--- src/rtl/mq_pkg.sv ---
package mq_pkg;

   // Where an accepted packet is placed.
   typedef enum logic [1:0] {
      SLOT_NONE     = 2'd0,
      SLOT_NORMAL   = 2'd1,
      SLOT_OVERFLOW = 2'd2
   } slot_kind_e;

   // Writer sequencing state.
   typedef enum logic {
      WR_IDLE = 1'b0,
      WR_BUSY = 1'b1
   } wr_state_e;

endpackage

--- src/rtl/mq_alloc.sv ---
module mq_alloc
   import mq_pkg::*;
#(
   parameter int NORM_SLOTS = 4080,
   parameter int OVF_SLOTS  = 16,
   parameter int NORM_W     = 12,
   parameter int OCC_W      = 12,
   parameter int OVF_CW     = 5,
   parameter int SLOT_W     = 12
) (
   input  logic              node_match,
   input  logic              is_err,
   input  logic [OCC_W-1:0]  occ,
   input  logic [OCC_W-1:0]  limit,
   input  logic [OVF_CW-1:0] ovf_used,
   input  logic [NORM_W-1:0] tail,
   output slot_kind_e        kind,
   output logic [SLOT_W-1:0] slot
);

   logic              room_normal;
   logic              spare_ok;
   logic [SLOT_W-1:0] spare_slot;

   assign room_normal = (occ < limit);

   generate
      if (OVF_SLOTS > 0) begin : g_spare
         assign spare_ok   = is_err && (ovf_used < OVF_CW'(OVF_SLOTS));
         assign spare_slot = SLOT_W'(NORM_SLOTS) + SLOT_W'(ovf_used);
      end else begin : g_no_spare
         assign spare_ok   = 1'b0;
         assign spare_slot = '0;
      end
   endgenerate

   always_comb begin
      kind = SLOT_NONE;
      slot = '0;
      if (node_match) begin
         if (room_normal) begin
            kind = SLOT_NORMAL;
            slot = SLOT_W'(tail);
         end else if (spare_ok) begin
            kind = SLOT_OVERFLOW;
            slot = spare_slot;
         end
      end
   end

endmodule

--- src/rtl/mq_writer.sv ---
module mq_writer
   import mq_pkg::*;
#(
   parameter int          DATA_W    = 64,
   parameter int          MSG_WORDS = 4,
   parameter int          SLOT_W    = 12,
   parameter int          MEM_AW    = 16,
   parameter int unsigned BASE_ADDR = 0,
   localparam int         BEAT_W    = (MSG_WORDS > 1) ? $clog2(MSG_WORDS) : 1,
   localparam int         PKT_W     = DATA_W * MSG_WORDS
) (
   input  logic              clk,
   input  logic              rst_n,
   input  logic              pkt_valid,
   input  logic [PKT_W-1:0]  pkt_data,
   input  slot_kind_e        alloc_kind,
   input  logic [SLOT_W-1:0] alloc_slot,
   output logic              pkt_ready,
   output logic              mem_we,
   output logic [MEM_AW-1:0] mem_addr,
   output logic [DATA_W-1:0] mem_wdata,
   output logic              commit_norm,
   output logic              commit_ovf,
   output logic              resp_valid,
   output logic              resp_nack
);

   localparam logic [BEAT_W-1:0] LAST_BEAT = BEAT_W'(MSG_WORDS - 1);

   wr_state_e         st_q;
   logic [BEAT_W-1:0] beat_q;
   logic [SLOT_W-1:0] slot_q;
   slot_kind_e        kind_q;
   logic [DATA_W-1:0] word_q [MSG_WORDS];
   logic              take;
   logic              last;

   assign pkt_ready = (st_q == WR_IDLE);
   assign take      = pkt_valid && pkt_ready;
   assign last      = (st_q == WR_BUSY) && (beat_q == LAST_BEAT);

   always_ff @(posedge clk) begin
      if (!rst_n) begin
         st_q       <= WR_IDLE;
         beat_q     <= '0;
         slot_q     <= '0;
         kind_q     <= SLOT_NONE;
         resp_valid <= 1'b0;
         resp_nack  <= 1'b0;
      end else begin
         resp_valid <= 1'b0;
         resp_nack  <= 1'b0;
         if (take) begin
            if (alloc_kind == SLOT_NONE) begin
               resp_valid <= 1'b1;
               resp_nack  <= 1'b1;
            end else begin
               st_q   <= WR_BUSY;
               beat_q <= '0;
               slot_q <= alloc_slot;
               kind_q <= alloc_kind;
            end
         end else if (st_q == WR_BUSY) begin
            if (last) begin
               st_q       <= WR_IDLE;
               resp_valid <= 1'b1;
            end else begin
               beat_q <= beat_q + 1'b1;
            end
         end
      end
   end

   // Packet words are captured once, on the accepting edge.
   always_ff @(posedge clk) begin
      if (take && (alloc_kind != SLOT_NONE)) begin
         for (int w = 0; w < MSG_WORDS; w++) begin
            word_q[w] <= pkt_data[w*DATA_W +: DATA_W];
         end
      end
   end

   assign mem_we      = (st_q == WR_BUSY);
   assign mem_addr    = MEM_AW'(BASE_ADDR)
                      + MEM_AW'(slot_q) * MEM_AW'(MSG_WORDS)
                      + MEM_AW'(beat_q);
   assign mem_wdata   = word_q[beat_q];
   assign commit_norm = last && (kind_q == SLOT_NORMAL);
   assign commit_ovf  = last && (kind_q == SLOT_OVERFLOW);

endmodule

--- src/rtl/mq_qstate.sv ---
module mq_qstate #(
   parameter int NORM_SLOTS = 4080,
   parameter int OVF_SLOTS  = 16,
   parameter int NORM_W     = 12,
   parameter int OCC_W      = 12,
   parameter int OVF_CW     = 5,
   parameter int THRESH_RST = 0
) (
   input  logic              clk,
   input  logic              rst_n,
   input  logic              commit_norm,
   input  logic              commit_ovf,
   input  logic              head_we,
   input  logic [NORM_W-1:0] head_wdata,
   input  logic              cfg_we,
   input  logic [OCC_W-1:0]  cfg_limit,
   input  logic [OCC_W-1:0]  cfg_thresh,
   input  logic              sig_clr,
   input  logic              proc_ack,
   input  logic              ovf_release,
   output logic [NORM_W-1:0] tail,
   output logic [OCC_W-1:0]  occ,
   output logic [OCC_W-1:0]  limit,
   output logic [OVF_CW-1:0] ovf_used,
   output logic              sig,
   output logic              irq
);

   localparam logic [NORM_W-1:0] LAST_IDX = NORM_W'(NORM_SLOTS - 1);
   localparam logic [OCC_W-1:0]  CAP      = OCC_W'(NORM_SLOTS);

   logic [NORM_W-1:0] tail_q, head_q;
   logic [OCC_W-1:0]  occ_q, limit_q, thresh_q;
   logic [OVF_CW-1:0] ovf_q;
   logic              sig_q, irq_q;

   logic [NORM_W:0]   span;
   logic [OCC_W-1:0]  freed;
   logic [OCC_W-1:0]  occ_next;
   logic              sig_set;

   // Slots released by a head write, modulo the normal region size.
   always_comb begin
      if (head_wdata >= head_q) begin
         span = {1'b0, head_wdata} - {1'b0, head_q};
      end else begin
         span = {1'b0, head_wdata} + (NORM_W+1)'(NORM_SLOTS) - {1'b0, head_q};
      end
      freed = head_we ? OCC_W'(span) : '0;
   end

   assign occ_next = occ_q - freed + OCC_W'(commit_norm);
   assign sig_set  = commit_norm && (thresh_q != '0) && (occ_next >= thresh_q);

   always_ff @(posedge clk) begin
      if (!rst_n) begin
         tail_q   <= '0;
         head_q   <= '0;
         occ_q    <= '0;
         limit_q  <= CAP;
         thresh_q <= OCC_W'(THRESH_RST);
         ovf_q    <= '0;
         sig_q    <= 1'b0;
         irq_q    <= 1'b0;
      end else begin
         occ_q <= occ_next;
         if (commit_norm) begin
            tail_q <= (tail_q == LAST_IDX) ? '0 : tail_q + 1'b1;
         end
         if (head_we) begin
            head_q <= head_wdata;
         end
         if (cfg_we) begin
            limit_q  <= (cfg_limit > CAP) ? CAP : cfg_limit;
            thresh_q <= cfg_thresh;
         end
         ovf_q <= (ovf_release ? '0 : ovf_q) + OVF_CW'(commit_ovf);
         if (sig_set) begin
            sig_q <= 1'b1;
         end else if (sig_clr) begin
            sig_q <= 1'b0;
         end
         if (commit_norm || commit_ovf) begin
            irq_q <= 1'b1;
         end else if (proc_ack) begin
            irq_q <= 1'b0;
         end
      end
   end

   assign tail     = tail_q;
   assign occ      = occ_q;
   assign limit    = limit_q;
   assign ovf_used = ovf_q;
   assign sig      = sig_q;
   assign irq      = irq_q;

endmodule

--- src/rtl/mq_receiver.sv ---
module mq_receiver
   import mq_pkg::*;
#(
   parameter int          DATA_W     = 64,
   parameter int          MSG_WORDS  = 4,
   parameter int          NORM_SLOTS = 4080,
   parameter int          OVF_SLOTS  = 16,
   parameter int          NODE_W     = 11,
   parameter int          MEM_AW     = 16,
   parameter int unsigned BASE_ADDR  = 0,
   parameter int          THRESH_RST = 0,
   localparam int         NORM_W     = $clog2(NORM_SLOTS),
   localparam int         OCC_W      = $clog2(NORM_SLOTS + 1),
   localparam int         OVF_CW     = (OVF_SLOTS > 0) ? $clog2(OVF_SLOTS + 1) : 1,
   localparam int         SLOT_W     = $clog2(NORM_SLOTS + OVF_SLOTS),
   localparam int         PKT_W      = DATA_W * MSG_WORDS
) (
   input  logic              clk,
   input  logic              rst_n,
   input  logic [NODE_W-1:0] node_id,
   input  logic              pkt_valid,
   output logic              pkt_ready,
   input  logic [NODE_W-1:0] pkt_node,
   input  logic              pkt_err,
   input  logic [PKT_W-1:0]  pkt_data,
   output logic              resp_valid,
   output logic              resp_nack,
   output logic              mem_we,
   output logic [MEM_AW-1:0] mem_addr,
   output logic [DATA_W-1:0] mem_wdata,
   input  logic              head_we,
   input  logic [NORM_W-1:0] head_wdata,
   input  logic              cfg_we,
   input  logic [OCC_W-1:0]  cfg_limit,
   input  logic [OCC_W-1:0]  cfg_thresh,
   input  logic              sig_clr,
   input  logic              proc_ack,
   input  logic              ovf_release,
   output logic              msg_irq,
   output logic              sig_o,
   output logic [NORM_W-1:0] tail_o,
   output logic [OCC_W-1:0]  occ_o,
   output logic [OVF_CW-1:0] ovf_used_o
);

   // Elaboration-time parameter checks.
   generate
      if (NORM_SLOTS < 2) begin : g_bad_norm
         $error("mq_receiver: NORM_SLOTS must be at least 2");
      end
      if (OVF_SLOTS < 0) begin : g_bad_ovf
         $error("mq_receiver: OVF_SLOTS must not be negative");
      end
      if (MSG_WORDS < 1 || DATA_W < 1) begin : g_bad_msg
         $error("mq_receiver: message shape must be non-empty");
      end
      if (longint'(BASE_ADDR) + longint'(NORM_SLOTS + OVF_SLOTS) * MSG_WORDS
          > (longint'(1) << MEM_AW)) begin : g_bad_span
         $error("mq_receiver: queue does not fit in MEM_AW address bits");
      end
      if (THRESH_RST > NORM_SLOTS) begin : g_bad_thresh
         $error("mq_receiver: THRESH_RST exceeds NORM_SLOTS");
      end
   endgenerate

   slot_kind_e        alloc_kind;
   logic [SLOT_W-1:0] alloc_slot;
   logic              commit_norm, commit_ovf;
   logic [OCC_W-1:0]  limit_cur;

   mq_alloc #(
      .NORM_SLOTS (NORM_SLOTS),
      .OVF_SLOTS  (OVF_SLOTS),
      .NORM_W     (NORM_W),
      .OCC_W      (OCC_W),
      .OVF_CW     (OVF_CW),
      .SLOT_W     (SLOT_W)
   ) u_alloc (
      .node_match (pkt_node == node_id),
      .is_err     (pkt_err),
      .occ        (occ_o),
      .limit      (limit_cur),
      .ovf_used   (ovf_used_o),
      .tail       (tail_o),
      .kind       (alloc_kind),
      .slot       (alloc_slot)
   );

   mq_writer #(
      .DATA_W    (DATA_W),
      .MSG_WORDS (MSG_WORDS),
      .SLOT_W    (SLOT_W),
      .MEM_AW    (MEM_AW),
      .BASE_ADDR (BASE_ADDR)
   ) u_writer (
      .clk         (clk),
      .rst_n       (rst_n),
      .pkt_valid   (pkt_valid),
      .pkt_data    (pkt_data),
      .alloc_kind  (alloc_kind),
      .alloc_slot  (alloc_slot),
      .pkt_ready   (pkt_ready),
      .mem_we      (mem_we),
      .mem_addr    (mem_addr),
      .mem_wdata   (mem_wdata),
      .commit_norm (commit_norm),
      .commit_ovf  (commit_ovf),
      .resp_valid  (resp_valid),
      .resp_nack   (resp_nack)
   );

   mq_qstate #(
      .NORM_SLOTS (NORM_SLOTS),
      .OVF_SLOTS  (OVF_SLOTS),
      .NORM_W     (NORM_W),
      .OCC_W      (OCC_W),
      .OVF_CW     (OVF_CW),
      .THRESH_RST (THRESH_RST)
   ) u_qstate (
      .clk         (clk),
      .rst_n       (rst_n),
      .commit_norm (commit_norm),
      .commit_ovf  (commit_ovf),
      .head_we     (head_we),
      .head_wdata  (head_wdata),
      .cfg_we      (cfg_we),
      .cfg_limit   (cfg_limit),
      .cfg_thresh  (cfg_thresh),
      .sig_clr     (sig_clr),
      .proc_ack    (proc_ack),
      .ovf_release (ovf_release),
      .tail        (tail_o),
      .occ         (occ_o),
      .limit       (limit_cur),
      .ovf_used    (ovf_used_o),
      .sig         (sig_o),
      .irq         (msg_irq)
   );

endmodule

--- config.mk ---
export PLATFORM = sky130hd
export DESIGN_NAME = mq_receiver
export DESIGN_NICKNAME = d
export VERILOG_FILES = /design/src/rtl/mq_pkg.sv /design/src/rtl/mq_alloc.sv /design/src/rtl/mq_writer.sv /design/src/rtl/mq_qstate.sv /design/src/rtl/mq_receiver.sv
export SDC_FILE = /design/constraint.sdc
export NUM_CORES = 1
export LEC_CHECK = 0
export ABC_AREA = 1
export BUFFER_PORTS_ARGS = -buffer_cell sky130_fd_sc_hd__clkbuf_2
export CAP_MARGIN = 20
export CORE_MARGIN = 1
export CORE_UTILIZATION = 51
export CTS_CLUSTER_DIAMETER = 150
export CTS_CLUSTER_SIZE = 25
export DETAILED_ROUTE_END_ITERATION = 7
export GPL_TIMING_DRIVEN = 0
export HOLD_SLACK_MARGIN = 0.05
export PLACE_DENSITY_LB_ADDON = 0.3
export SYNTH_ARGS = -nofsm -noshare
export SYNTH_HDL_FRONTEND = slang
export SYNTH_SLANG_ARGS = --single-unit
--- constraint.sdc ---
create_clock -name clk -period 6.1 [get_ports clk]
set_input_delay 0.61 -clock clk [delete_from_list [all_inputs] [get_ports clk]]
set_output_delay 0.61 -clock clk [all_outputs]
set_load 0.005 [all_outputs]
======== Word-level counts from Yosys, hierarchy flattened ========
Memory sizes are Yosys's and may differ from the RTL's. A register that Yosys moved wholly into a read port is not among the register bits.
Index checks and enable logic that the tools add are counted.
storage, ports and cells
  bits in writable memories ............... 256
  memories ................................ 1
  register bits ........................... 86
  output and inout port bits .............. 115
  word-level logic and storage cells ...... 88
operators by class
  bitwise operators ....................... 2
  muxes and demuxes ....................... 31
  reduce and logical (&&, ||, !) cells .... 18
  eq/ne operators ......................... 7
  magnitude comparators ................... 5
  add/subtract/negate cells ............... 10
memories
  memory           words  width  rd ports  clocked after memory_dff  write ports  line             source
  u_writer.word_q  4      64     1         1                         4            mq_writer.sv:34  logic [DATA_W-1:0] word_q [MSG_WORDS];
operators by type and width
  kind                                                    number
  2-to-1 mux 12 bit                                       7
  subtractor 12 bit                                       3
  >= comparator 12 bit                                    2
  2-to-1 mux 2 bit                                        9
  adder 14 x 2 -> 15 bit                                  1
  2-to-1 mux 1 bit                                        14
  adder 12 x 1 -> 12 bit                                  1
  adder 12 x 1 -> 12 bit (second input constant)          1
  adder 12 bit (second input constant)                    1
  == test 12 bit (second input constant)                  1
  greater-than comparator 12 bit (second input constant)  1
  < comparator 12 bit                                     1
  nonzero test 12 bit                                     1
  == test 11 bit                                          1
  logical AND 1 bit                                       8
  nonzero test 2 bit                                      4
  adder 5 x 6 -> 7 bit (first input constant)             1
  adder 5 x 1 -> 5 bit                                    1
  < comparator 5 bit (second input constant)              1
  2-to-1 mux 5 bit                                        1
  == test 2 bit (second input constant)                   2
  AND reduction 2 bit                                     2
  AND reduction 3 bit                                     1
  adder 2 x 1 -> 2 bit (second input constant)            1
  6 further kinds                                         7

======== Longest topological paths before layout ========
  word-level depth ........................ 10
  mapped depth ............................ 32
  depth with buffers taken out ............ 31

======== By module ========
From an unflattened synthesis, not the netlist that was laid out.
unflattened totals
  cells, all modules ...................... 1,553
  area, all modules ....................... 15,845.2 um2
modules (own cells, without submodules)
  module       area each (um2)  seq. area each (um2)  cells each  times used
  mq_writer    10,289.9         8,107.8               720         1
  mq_qstate    4,777.1          1,341.3               674         1
  mq_alloc     591.8            0.0                   118         1
  mq_receiver  186.4            0.0                   41          1

======== Worst setup path before layout ========
Ideal clock, no wire load.
  path type ............................... input-to-reg
  start point ............................. input port head_wdata[0]
  end point ............................... register u_qstate.sig_q (netlist: u_qstate.sig)
  data required time ...................... 5.967 ns
  cell stages on the path ................. 27
  path slack .............................. 1.633 ns
  library setup time ...................... 0.133 ns
  data arrival time ....................... 4.335 ns
  cells stage by stage .................... inv_1 > ha_1 > fa_1 > inv_1 > nand3_1 > nand3_1 > nand3_1 > nand3_2 > inv_2 > buf_2 > o21ai_0 > ha_1 > ha_1 > a21oi_1 > nand2_1 > nor2_1 > o21ai_1 > a31oi_1 > xor2_1 > inv_1 > ha_1 > a21oi_1 > nor2_1 > a211oi_1 > nand4_1 > nand3_1 > a21oi_1
on the way
  word-level cells in the longest chain between the ends .. 9
  elaborated cells on any way between the ends .. 12
  those cells by class .................... add/sub (5); order compare (2); mux (3); reduce/logical (2)
ends and longest elaborated chain
  what                                                    line               source
  from (decl)                                             mq_receiver.sv:32  input logic [NORM_W-1:0] head_wdata,
  adder 12 bit                                            mq_qstate.sv:47    span = {1'b0, head_wdata} + (NORM_W+1)'(NORM_SLOTS) - {1'b0, head_q};
  subtractor 12 bit                                       mq_qstate.sv:47
  2-to-1 mux 12 bit *                                     mq_qstate.sv:44    if (head_wdata >= head_q) begin
  2-to-1 mux 12 bit *                                     mq_qstate.sv:49    freed = head_we ? OCC_W'(span) : '0;
  subtractor 12 bit *                                     mq_qstate.sv:52    assign occ_next = occ_q - freed + OCC_W'(commit_norm);
  adder 12 x 1 -> 12 bit *                                mq_qstate.sv:52
  named net u_qstate.occ_next[9]                          mq_qstate.sv:39    logic [OCC_W-1:0] occ_next;
  >= comparator 12 bit *                                  mq_qstate.sv:53    assign sig_set = commit_norm && (thresh_q != '0) && (occ_next >= thresh_q);
  logical AND 1 bit *                                     mq_qstate.sv:53
  2-to-1 mux 1 bit or nonzero test 2 bit (tied branches)  -
  to (signal assigned)                                    mq_qstate.sv:63    sig_q <= 1'b0;
  to (signal assigned)                                    mq_qstate.sv:79    sig_q <= 1'b1;
  to (signal assigned)                                    mq_qstate.sv:81    sig_q <= 1'b0;
  to (decl)                                               mq_qstate.sv:35    logic sig_q, irq_q;
Mark *: on every way through the listed nets, which the timed path passes. The rest lies on a longest branch.
A chain may end at the register's enable or synchronous reset.

======== Worst setup path after layout ========
  start point ............................. register u_qstate.head_q[0]
  end point ............................... register u_qstate.sig_q (netlist: u_qstate.sig)
on the way
  word-level cells in the longest chain between the ends .. 8
  elaborated cells on any way between the ends .. 11
  those cells by class .................... add/sub (4); order compare (2); mux (3); reduce/logical (2)
ends and longest elaborated chain
  what                                                    line             source
  from (decl)                                             mq_qstate.sv:32  logic [NORM_W-1:0] tail_q, head_q;
  from (signal assigned)                                  mq_qstate.sv:71  head_q <= head_wdata;
  subtractor 12 bit, or another cell as far along         mq_qstate.sv:47
  2-to-1 mux 12 bit *                                     mq_qstate.sv:44
  2-to-1 mux 12 bit *                                     mq_qstate.sv:49
  subtractor 12 bit *                                     mq_qstate.sv:52
  adder 12 x 1 -> 12 bit *                                mq_qstate.sv:52
  named net u_qstate.occ_next[9]                          mq_qstate.sv:39
  >= comparator 12 bit *                                  mq_qstate.sv:53
  logical AND 1 bit *                                     mq_qstate.sv:53
  2-to-1 mux 1 bit or nonzero test 2 bit (tied branches)  -
Marks and branches as above.

==> flow_summary.json <==
{
  "p_comb_share_pct": 27.9,
  "num_rows": 63,
  "max_slew_margin_pct": 49.1,
  "crit_type": "reg -> reg",
  "antenna_found_initial": 9,
  "place_area_mm2": 0.0183,
  "clock_latency_ns": 0.52,
  "drc": 0,
  "rsz0062_at_grt": "false",
  "worstReg2RegStart": "u_qstate.head_q[0]",
  "clock-root-buffer": "clkbuf_16",
  "htree_levels": 1,
  "dp_hpwl_mm": 33.1,
  "grt_pass1_vias": 12100,
  "worstSetupStartpointType": "register",
  "switching_share_pct": 31.0,
  "syn2layout_area_growth_pct": 20.7,
  "core_mm2": 0.0298,
  "dieHeight_um": 177,
  "num_vias": 12600,
  "grt.overflow.total": 0,
  "p_clk_share_pct": 23.4,
  "synthesis.instances": 1465,
  "synthTopCellsByArea": "edfxtp_1, dfxtp_1, ha_1, o21ai_0, nor2_1",
  "power_switching_w": 0.00166,
  "firstDrtPassIters": 5,
  "synth-edff-count": 256,
  "gp_congestion": 0.898,
  "synth_seq_cells": 344,
  "grt_pass1_wl_mm": 63.7,
  "clkSinkCount": 344,
  "cts_tree": "yes",
  "pwr-share-seq_pct": 48.7,
  "period_minus_slack_ns": 4.87,
  "ant_nets": 0,
  "fin_util_pct": 63.0,
  "synth_top_area_share_pct": 49.4,
  "cts_setup_buffers": 0,
  "via_per_inst": 5.42,
  "drive_above_1_share_pct": 25.8,
  "cts_hold_buffers": 0,
  "fillCellCount": 2474,
  "period_share_pct": 79.8,
  "crit_required_ns": 6.49,
  "worstPathMaxFanout": 10,
  "worst_slew_pin_slew_ns": 0.764,
  "cts.clk_slew.worst_paths_ns": 0.11,
  "die_area_mm2": 0.0312,
  "yosys_warnings": 0,
  "fin_skew_ns": 0.0245,
  "maxCapViolations": 0,
  "ir_drop_mv": 0.234,
  "grt_usage_pct": 26.6,
  "wl_mm": 43.5,
  "io_pins": 438,
  "power_w": 0.00537,
  "synth.distinct_cells": 48,
  "cts_resized": 0,
  "p_int_w": 0.00371,
  "avgRoutedWirePerCell_um": 18.7,
  "synth_flop_cell": "edfxtp_1",
  "io_buffer_count": 433,
  "place_ws_ns": 0.842,
  "ys_seq_area_share_pct": 60.8,
  "crit_start": "u_qstate.head_q[0]",
  "die_x_um": 177,
  "start_util_pct": 52.2,
  "async_flop_share_pct": 0,
  "p_per_area_mw_per_mm2": 286,
  "finalSetupTns_ns": 0,
  "grt_max_degree": 136,
  "max_freq_mhz": 205,
  "endpoint_kind": "register",
  "p_leak_nw": 8.01,
  "fin_ws_ns": 1.23,
  "hp-class": "in -> reg",
  "hold_violations": 0,
  "critPathArrivalTime_ns": 5.26,
  "syn-cell-area_mm2": 0.0155,
  "syn_avg_cell_area_um2": 10.6,
  "drtIter0Drc": 911,
  "final_max_slew_viol_count": 0,
  "cts_inserted_buffers": 17,
  "clockBufferDepth": 3,
  "finalSetupViolations": 0,
  "final_cell_area_mm2": 0.0188,
  "status": "complete, no violations",
  "nNetsFinal": 2327,
  "min_from": "pkt_data[105]",
  "synth_top_area_cell": "edfxtp_1"
}
layer usage:
metal	vias to the layer above	wire length, µm	global-route usage, %
li1	6015	-	-
met1	5938	16700	32.2
met2	566	21300	45.6
met3	92	3850	6.33
met4	4	1620	10.7
met5	-	29	0
worst paths after layout:
check / slack, ns / cells after the start / endpoint
max: 1.23 / 26 / u_qstate.sig
min: 0.25 / 1 / u_writer.word_q[1][41]
max reg2reg: 1.23 / 26 / u_qstate.sig
min reg2reg: 0.47 / 2 / u_qstate.limit[0]
power by group through the flow:
| stage | Clock, W | Combinational (W) | Sequential, W |
|---|---|---|---|
| floorplan | 0 | 0.00101 | 0.00265 |
| CTS | 0.00129 | 0.00150 | 0.00262 |
| global placement | 0 | 0.00142 | 0.00267 |
| detailed placement | 0 | 0.00147 | 0.00267 |
| global route | 0.00135 | 0.00172 | 0.00262 |
| finish | 0.00126 | 0.00150 | 0.00262 |
Yosys cell counts, types with 7 or more instances:
library cell	count
edfxtp_1	256
nor3_1	11
nand4_1	18
o21bai_1	9
nand3_1	33
nor2_1	194
a21oi_1	81
xnor2_1	8
inv_1	158
o21ai_0	180
ha_1	78
o21ai_2	7
clkbuf_1	53
xor2_1	26
nor2_2	12
o22ai_1	64
nand2_1	118
dfxtp_1	88
layout make-up:
class                   instances  area, µm²  area share, %
well taps                     390        488           2.60
clock buffers                  28        467           2.49
diodes                          7       17.5         0.0933
inverters                     165        619           3.30
plain buffers                  62        256           1.37
multi-input cells             895       5230           27.9
repair buffers                435       2220           11.8
clock inverters                 2       17.5         0.0933
flip-flops and latches        344       9450           50.4
flip-flops by register name, indices dropped and copies added (netlist names), named ones only:
name                 cells
u_qstate.head_q         12
u_qstate.irq             1
u_writer.resp_valid      1
u_writer.resp_nack       1
u_qstate.thresh_q       12
u_writer.mem_we          1
u_qstate.occ            12
u_qstate.ovf_used        5
u_qstate.sig             1
u_writer.word_q        256
u_writer.beat_q          2
u_qstate.tail           12
u_qstate.limit          12
u_writer.slot_q         12
u_writer.kind_q          2
worst max-delay path, cell delays in order, from the launching register on:
cell and delay (ns):
dfxtp_1 0.33, ha_1 0.21, fa_1 0.41, inv_1 0.09, nand3_1 0.09, nand3_1 0.11
nand3_1 0.09, nand3_2 0.16, inv_2 0.09, buf_2 0.19, o21ai_0 0.25, ha_1 0.28
ha_1 0.36, a21oi_1 0.24, nand2_1 0.08, nor2_1 0.16, o21ai_1 0.12, a31oi_1 0.17
xor2_1 0.23, inv_1 0.07, ha_1 0.29, a21oi_1 0.15, nor2_1 0.05, a211oi_1 0.19
nand4_1 0.16, nand3_1 0.12, a21oi_1 0.07
cell families (layout without fill, tap and decap cells):
kind of cell,count (synthesis),after routing,synth area share (%)
simple gates,405,405,11.5
compound gates,370,370,13.2
flops,344,344,60.8
buf+inv,227,692,5.61
fa+ha+maj,84,84,7.05
xor+xnor,34,34,1.92
other cells,1,9,0.0241
placed cells by master, fill, tap and decap left out, types with 5 or more instances in the layout:
cell type,instances
edfxtp_1,256
nand2_1,118
o21bai_1,9
clkbuf_2,433
o21ai_0,180
nor2_2,12
xor2_1,26
o22ai_1,64
inv_1,158
nand4_1,18
nand3_1,33
nor4_1,5
a21oi_1,81
fa_1,6
nor2_1,194
nor3_1,11
diode_2,7
o21ai_2,7
clkbuf_16,17
dfxtp_1,88
clkbuf_1,64
ha_1,78
a211oi_1,6
xnor2_1,8
stage by stage:
step,instances,hold WS [ns]
floorplan,1466,0.435
global placement,2289,0.446
detailed placement,2291,0.451
CTS,2321,0.226
global route,2327,0.233
finish,2328,0.253
(Power assumes the default switching activity.)
